===== src/rtl/lp_idle_pkg.sv =====
package lp_idle_pkg;

    localparam int NUM_LP = 5;

    typedef enum logic [2:0] {
        LP_ACTIVE    = 3'd0,
        LP_PDOWN     = 3'd1,
        LP_SREF      = 3'd2,
        LP_SREF_GATE = 3'd3,
        LP_SREF_PD   = 3'd4,
        LP_STANDBY   = 3'd5
    } lp_code_e;

    typedef enum logic [1:0] {
        PH_RUN    = 2'd0,
        PH_UNGATE = 2'd1,
        PH_WAIT   = 2'd2
    } exit_ph_e;

    typedef struct packed {
        lp_code_e code;
        exit_ph_e phase;
        logic     gate;
        logic     xreq;
    } lp_ctl_t;

    function automatic int max3(input int a, input int b, input int c);
        int m;
        m = (a > b) ? a : b;
        return (m > c) ? m : c;
    endfunction

    function automatic logic is_gated(input lp_code_e c);
        return (c >= LP_SREF_GATE);
    endfunction

    function automatic logic [NUM_LP-1:0] stb_of(input lp_code_e c);
        logic [NUM_LP-1:0] v;
        v = '0;
        for (int i = 0; i < NUM_LP; i++) begin
            if (c == lp_code_e'(3'(i + 1))) v[i] = 1'b1;
        end
        return v;
    endfunction

endpackage


===== src/rtl/lp_idle_counter.sv =====
module lp_idle_counter #(
    parameter int CNT_W = 19
) (
    input  logic             clk,
    input  logic             rst,
    input  logic             clear,
    output logic [CNT_W-1:0] cnt
);
    localparam logic [CNT_W-1:0] CNT_MAX = '1;

    always_ff @(posedge clk) begin
        if (rst || clear) begin
            cnt <= '0;
        end else if (cnt != CNT_MAX) begin
            cnt <= cnt + 1'b1;
        end
    end
endmodule


===== src/rtl/lp_idle_select.sv =====
module lp_idle_select
    import lp_idle_pkg::*;
#(
    parameter int PD_W     = 8,
    parameter int SR_W     = 8,
    parameter int STBY_W   = 16,
    parameter int SCALE_SH = 10,
    parameter int CNT_W    = 19
) (
    input  logic              clk,
    input  logic              rst,
    input  logic              load,
    input  logic              mem_is_lp4,
    input  logic [PD_W-1:0]   lim_pdn,
    input  logic [SR_W-1:0]   lim_sref,
    input  logic [SR_W-1:0]   lim_sgate,
    input  logic [SR_W-1:0]   lim_spdn,
    input  logic [STBY_W-1:0] lim_stby,
    input  logic [CNT_W-1:0]  cnt,
    output lp_code_e          target
);
    typedef struct packed {
        logic [PD_W-1:0]   pdn;
        logic [SR_W-1:0]   sref;
        logic [SR_W-1:0]   sgate;
        logic [SR_W-1:0]   spdn;
        logic [STBY_W-1:0] stby;
    } lim_set_t;

    lim_set_t          shadow;
    logic [CNT_W-1:0]  lim [NUM_LP];
    logic [NUM_LP-1:0] en;
    logic [NUM_LP-1:0] hit;

    always_ff @(posedge clk) begin
        if (rst) begin
            shadow <= '0;
        end else if (load) begin
            shadow <= '{pdn: lim_pdn, sref: lim_sref, sgate: lim_sgate,
                        spdn: lim_spdn, stby: lim_stby};
        end
    end

    always_comb begin
        lim[0] = CNT_W'(shadow.pdn);
        lim[1] = CNT_W'({shadow.sref,  {SCALE_SH{1'b0}}});
        lim[2] = CNT_W'({shadow.sgate, {SCALE_SH{1'b0}}});
        lim[3] = CNT_W'({shadow.spdn,  {SCALE_SH{1'b0}}});
        lim[4] = CNT_W'(shadow.stby);
        en[0]  = (shadow.pdn   != '0);
        en[1]  = (shadow.sref  != '0);
        en[2]  = (shadow.sgate != '0);
        en[3]  = (shadow.spdn  != '0) && mem_is_lp4;
        en[4]  = (shadow.stby  != '0);
    end

    for (genvar i = 0; i < NUM_LP; i++) begin : g_hit
        assign hit[i] = en[i] && (cnt >= lim[i]);
    end

    always_comb begin
        target = LP_ACTIVE;
        for (int i = 0; i < NUM_LP; i++) begin
            if (hit[i]) target = lp_code_e'(3'(i + 1));
        end
    end
endmodule


===== src/rtl/lp_idle_fsm.sv =====
module lp_idle_fsm
    import lp_idle_pkg::*;
(
    input  logic              clk,
    input  logic              rst,
    input  logic              bus_busy,
    input  logic              exit_done,
    input  lp_code_e          target,
    output lp_code_e          code,
    output logic              gate,
    output logic              xreq,
    output logic [NUM_LP-1:0] stb,
    output logic              exiting
);
    lp_ctl_t ctl;

    always_ff @(posedge clk) begin
        if (rst) begin
            ctl <= '{code: LP_ACTIVE, phase: PH_RUN, gate: 1'b0, xreq: 1'b0};
            stb <= '0;
        end else begin
            stb <= '0;
            unique case (ctl.phase)
                PH_RUN: begin
                    if (ctl.code != LP_ACTIVE && bus_busy) begin
                        ctl.gate <= 1'b0;
                        if (ctl.gate) begin
                            ctl.phase <= PH_UNGATE;
                        end else begin
                            ctl.phase <= PH_WAIT;
                            ctl.xreq  <= 1'b1;
                        end
                    end else if (!bus_busy && target > ctl.code) begin
                        ctl.code <= target;
                        ctl.gate <= is_gated(target);
                        stb      <= stb_of(target);
                    end
                end
                PH_UNGATE: begin
                    ctl.phase <= PH_WAIT;
                    ctl.xreq  <= 1'b1;
                end
                PH_WAIT: begin
                    if (exit_done) begin
                        ctl.code  <= LP_ACTIVE;
                        ctl.phase <= PH_RUN;
                        ctl.xreq  <= 1'b0;
                    end
                end
                default: ctl.phase <= PH_RUN;
            endcase
        end
    end

    assign code    = ctl.code;
    assign gate    = ctl.gate;
    assign xreq    = ctl.xreq;
    assign exiting = (ctl.phase != PH_RUN);
endmodule


===== src/rtl/lp_idle_ctrl.sv =====
module lp_idle_ctrl
    import lp_idle_pkg::*;
#(
    parameter int PD_W     = 8,
    parameter int SR_W     = 8,
    parameter int STBY_W   = 16,
    parameter int SCALE_SH = 10
) (
    input  logic              clk,
    input  logic              rst,
    input  logic              bus_busy,
    input  logic              mem_is_lp4,
    input  logic [PD_W-1:0]   lim_pdn,
    input  logic [SR_W-1:0]   lim_sref,
    input  logic [SR_W-1:0]   lim_sgate,
    input  logic [SR_W-1:0]   lim_spdn,
    input  logic [STBY_W-1:0] lim_stby,
    input  logic              exit_done,
    output logic              exit_req,
    output logic              clk_gate_en,
    output logic [NUM_LP-1:0] enter_stb,
    output logic [2:0]        st_code
);
    localparam int CNT_W = max3(PD_W, SR_W + SCALE_SH, STBY_W) + 1;

    logic [CNT_W-1:0] idle_cnt;
    lp_code_e         target;
    lp_code_e         code;
    logic             exiting;

    lp_idle_counter #(.CNT_W(CNT_W)) u_cnt (
        .clk   (clk),
        .rst   (rst),
        .clear (bus_busy || exiting),
        .cnt   (idle_cnt)
    );

    lp_idle_select #(
        .PD_W(PD_W), .SR_W(SR_W), .STBY_W(STBY_W),
        .SCALE_SH(SCALE_SH), .CNT_W(CNT_W)
    ) u_sel (
        .clk        (clk),
        .rst        (rst),
        .load       (code == LP_ACTIVE),
        .mem_is_lp4 (mem_is_lp4),
        .lim_pdn    (lim_pdn),
        .lim_sref   (lim_sref),
        .lim_sgate  (lim_sgate),
        .lim_spdn   (lim_spdn),
        .lim_stby   (lim_stby),
        .cnt        (idle_cnt),
        .target     (target)
    );

    lp_idle_fsm u_fsm (
        .clk       (clk),
        .rst       (rst),
        .bus_busy  (bus_busy),
        .exit_done (exit_done),
        .target    (target),
        .code      (code),
        .gate      (clk_gate_en),
        .xreq      (exit_req),
        .stb       (enter_stb),
        .exiting   (exiting)
    );

    assign st_code = code;
endmodule


===== config.mk =====
export PLATFORM = sky130hd
export DESIGN_NAME = lp_idle_ctrl
export DESIGN_NICKNAME = d
export VERILOG_FILES = /design/src/rtl/lp_idle_pkg.sv /design/src/rtl/lp_idle_counter.sv /design/src/rtl/lp_idle_select.sv /design/src/rtl/lp_idle_fsm.sv /design/src/rtl/lp_idle_ctrl.sv
export SDC_FILE = /design/constraint.sdc
export NUM_CORES = 1
export LEC_CHECK = 0
export BUFFER_PORTS_ARGS = -buffer_cell sky130_fd_sc_hd__buf_2
export CAP_MARGIN = 20
export CELL_PAD_IN_SITES_DETAIL_PLACEMENT = 1
export CELL_PAD_IN_SITES_GLOBAL_PLACEMENT = 1
export CORE_ASPECT_RATIO = 1.4
export CORE_MARGIN = 8
export CORE_UTILIZATION = 47
export CTS_CLUSTER_DIAMETER = 120
export DETAILED_ROUTE_END_ITERATION = 6
export GPL_ROUTABILITY_DRIVEN = 0
export PLACE_DENSITY = 0.9
export SETUP_SLACK_MARGIN = 0.15
export SYNTH_ARGS = -nofsm -noshare
export SYNTH_HDL_FRONTEND = slang
export SYNTH_HIERARCHICAL = 1
export SYNTH_SLANG_ARGS = --single-unit

===== constraint.sdc =====
create_clock -name clk -period 5.9 [get_ports clk]
set_clock_uncertainty 0.1 [all_clocks]
set_input_delay 0.59 -clock clk [delete_from_list [all_inputs] [get_ports clk]]
set_output_delay 0.59 -clock clk [all_outputs]
set_load 0.005 [all_outputs]

==> impl_results.md <==
* Status: completed
* Slack of the worst reg-to-reg path at 2.09 ns
* First-pass GRT wire length at 23550 um
* Max-cap violation count at 0
* I/O Pins at 63
* Initial drt markers at roughly 180
* CTS buffer count at 9
* DRC at 0
* Antenna diode count at 0
* Row count at between 40 and 50
* Crit path DAT at 3.95 ns
* Clock transition at path regs at 0.06 ns
* Detailed-route wire length per cell at 19.89 um
* Tmin final at 3.814 ns
* CTS tree: done
* Synthesized cell area at 4632 um2
* Yosys warns at 6
* Skew-Pair Late Insertion Delay at approximately 0.35 ns
* Nets@finish at 697
* Sequential area share after synthesis at 34.14%
* Die Ht at 133.5 um
* Worst EP required at 6.03 ns
* Final wirelength at 14560 um
* Worst rel slew slack at around two fifths
* Drt pass-1 iters at 4
* Register area at 1582 um2
* Crit end category: register
* Maximum number of pins on one net before global-route repair at 60
* Yosys reg bits at around 80
* Sink Count at 79
* Setup Crit Path Kind: reg -> reg
* Via-to-Cell Ratio at slightly below 6
* Setup crit start kind: register
* Leading register cell type out of synthesis: dfxtp_1
* Async SR Flop Fraction at 0%
* Pleak at roughly 2.6 nW
* Worst-path fanout max at 10
* Area of the multi-input gates at 2785 um2
* Vias in the first global route at ~4700
* Antenna-violating nets left at 0
* Hold slack at ~0.37 ns
* Vias after detailed routing at 4261
* Period utilisation layout at 64.64%
* Port Buffers at 62
* Post-Syn Instances at 533
* Distinct cells, synth at 59
* CTS H-tree lvls at 3
* Worst VDD drop at 635.4 uV
* P per Cell Area at 411.1 nW/um2
* Die area at 13330 um2
* GR Overflow Total at 0
* Fillers at 1181
* Max Freq at 0.2622 GHz
* Post-CTS setup buffer count at 0
* Max clock buf depth at 2
* Die Span X at 99.90 um
* RSZ-0062 raised after global routing: no
* TNS Setup at 0 ns
* Mapped Nets at 638
* HPWL after detailed placement at 10610 um
* PostCTS Resize Cnt at 0
* Number of flops mapped to enable cells by yosys at 0
* Fraction of layout instances using a drive strength above 1 at 16.42%
* Root Driver: clkbuf_16
* Synth Area per Inst at 8.690 um2
* Worst-margin pin slew at 0.8753 ns
* Final Slew Violations at 0
* Core Region at 9738 um2
* Initial core utilization at 47.57%
* Hold buffer count at CTS at 0
* Area Overhead vs Synth at 16.10%
* Setup-failing EPs final at 0
* Gr usage total at 22.39%
* Final hold violation count at 0
* Worst hold path class: reg -> reg
* Initial antenna violation count at 0
[flip-flops by register name (all words and copies together) (netlist names)]
signal      flops
u_cnt/cnt      19
u_fsm/code      3
u_fsm/ctl       2
u_fsm/gate      1
u_fsm/stb       5
u_fsm/xreq      1
u_sel/lim      48
[through the flow]
stage / area [um2] / setup WS [ns] / instances / power, mW / utilization (%)
floorplan: 4632 / 2.750 / 533 / 1.365 / -
global placement: 5056 / 2.508 / 716 / 1.517 / 51.92
detailed placement: 5056 / 2.295 / 716 / 1.584 / 51.92
CTS: 5378 / 2.100 / 732 / 2.219 / 55.22
global route: 5378 / 1.956 / 732 / 2.332 / 55.22
finish: 5378 / 2.086 / 732 / 2.211 / 55.22
[synthesized netlist by cell type, drive strengths merged, types with 5 or more instances]
cell	instances	area share [%]
nand3	11	1.3
o211ai	5	0.81
nor4	21	3.0
nor3	13	1.6
nor2	68	5.6
a31oi	7	0.95
clkbuf	9	0.73
ha	52	14
or4	6	1.1
or2	5	0.73
mux2i	52	11
dfxtp	79	34
o21ai	19	2.1
inv	52	4.2
nand2	32	2.8
nand2b	6	0.81
buf	7	0.89
or3	8	1.1
a21oi	21	2.3
a211oi	6	0.97
nand4	13	2.1
[cell type report]
class                   count  share of cell area, %
clock buffers               9                  4.188
inverters                  52                  3.630
clock inverters             7                  1.792
flip-flops and latches     79                  29.41
multi-input cells         386                  51.79
well taps                 135                  3.141
repair buffers             64                  6.049
[path summary, 6_finish.rpt]
path | to | cells past startpoint | from
setup / recovery | u_fsm/gate | 12 | u_cnt/cnt[16]
hold reg to reg | u_fsm/xreq | 2 | u_fsm/xreq
hold / removal | u_fsm/xreq | 2 | u_fsm/xreq
setup reg to reg | u_fsm/gate | 12 | u_cnt/cnt[16]
[power breakdown]
part | internal (mW) | total, mW | switching [mW] | leakage [nW]
sequential | 0.641 | 0.746 | 0.105 | 0.650
clock | 0.372 | 0.611 | 0.239 | 0.160
combinational | 0.371 | 0.853 | 0.482 | 1.82
[placed cells by master, fill, tap and decap left out, types with 3 or more instances in the layout]
| cell type | netlist | layout |
|---|---|---|
| nor3_1 | 12 | 11 |
| o21ai_0 | 19 | 19 |
| nor2_1 | 67 | 67 |
| buf_2 | 3 | 62 |
| a21oi_1 | 21 | 21 |
| o211ai_1 | 5 | 5 |
| o21a_1 | 3 | 3 |
| mux2i_1 | 52 | 52 |
| nand3_1 | 10 | 10 |
| inv_1 | 52 | 52 |
| a211oi_1 | 6 | 6 |
| or3_1 | 8 | 8 |
| clkbuf_16 | 0 | 9 |
| nand4_1 | 12 | 12 |
| o31ai_1 | 3 | 3 |
| nand2b_1 | 6 | 6 |
| nor4_1 | 20 | 20 |
| nand2_1 | 31 | 31 |
| and3_1 | 3 | 3 |
| dfxtp_1 | 79 | 79 |
| ha_1 | 52 | 52 |
| or4_1 | 5 | 5 |
| nor2b_1 | 4 | 4 |
| or2_2 | 3 | 3 |
| a31oi_1 | 7 | 7 |
| a21boi_0 | 3 | 3 |
[logic make-up after synthesis]
family	share of synthesized area, %
multiplexers	11.56
XOR/XNOR	0.1891
AO/OA/AOI/OAI	11.91
buffers and inverters	5.834
AND/OR/NAND/NOR	22.31
adder cells (fa/ha/maj)	14.05
flip-flops	34.14
[worst max-delay path: stages, from the launching register on]
cell and delay (ns):
dfxtp_1 0.61, ha_1 0.33, a21o_1 0.17, a211oi_1 0.43, nand2_1 0.14, o21ai_0 0.33, a41o_1 0.21, a21o_1 0.19
inv_1 0.12, ha_1 0.35, a311oi_4 0.26, nand2_4 0.15, mux2_4 0.32
[per-layer routing]
metal | share of wire, % | vias up | GRT usage (%)
met1 | 38 | 2061 | 22.72
met5 | 0 | - | 0
met3 | 4.3 | 51 | 5.065
met2 | 53 | 122 | 40.31
met4 | 4.5 | 0 | 13.51
li1 | - | 2027 | -
Note: power is estimated with default switching activity, not from simulation.
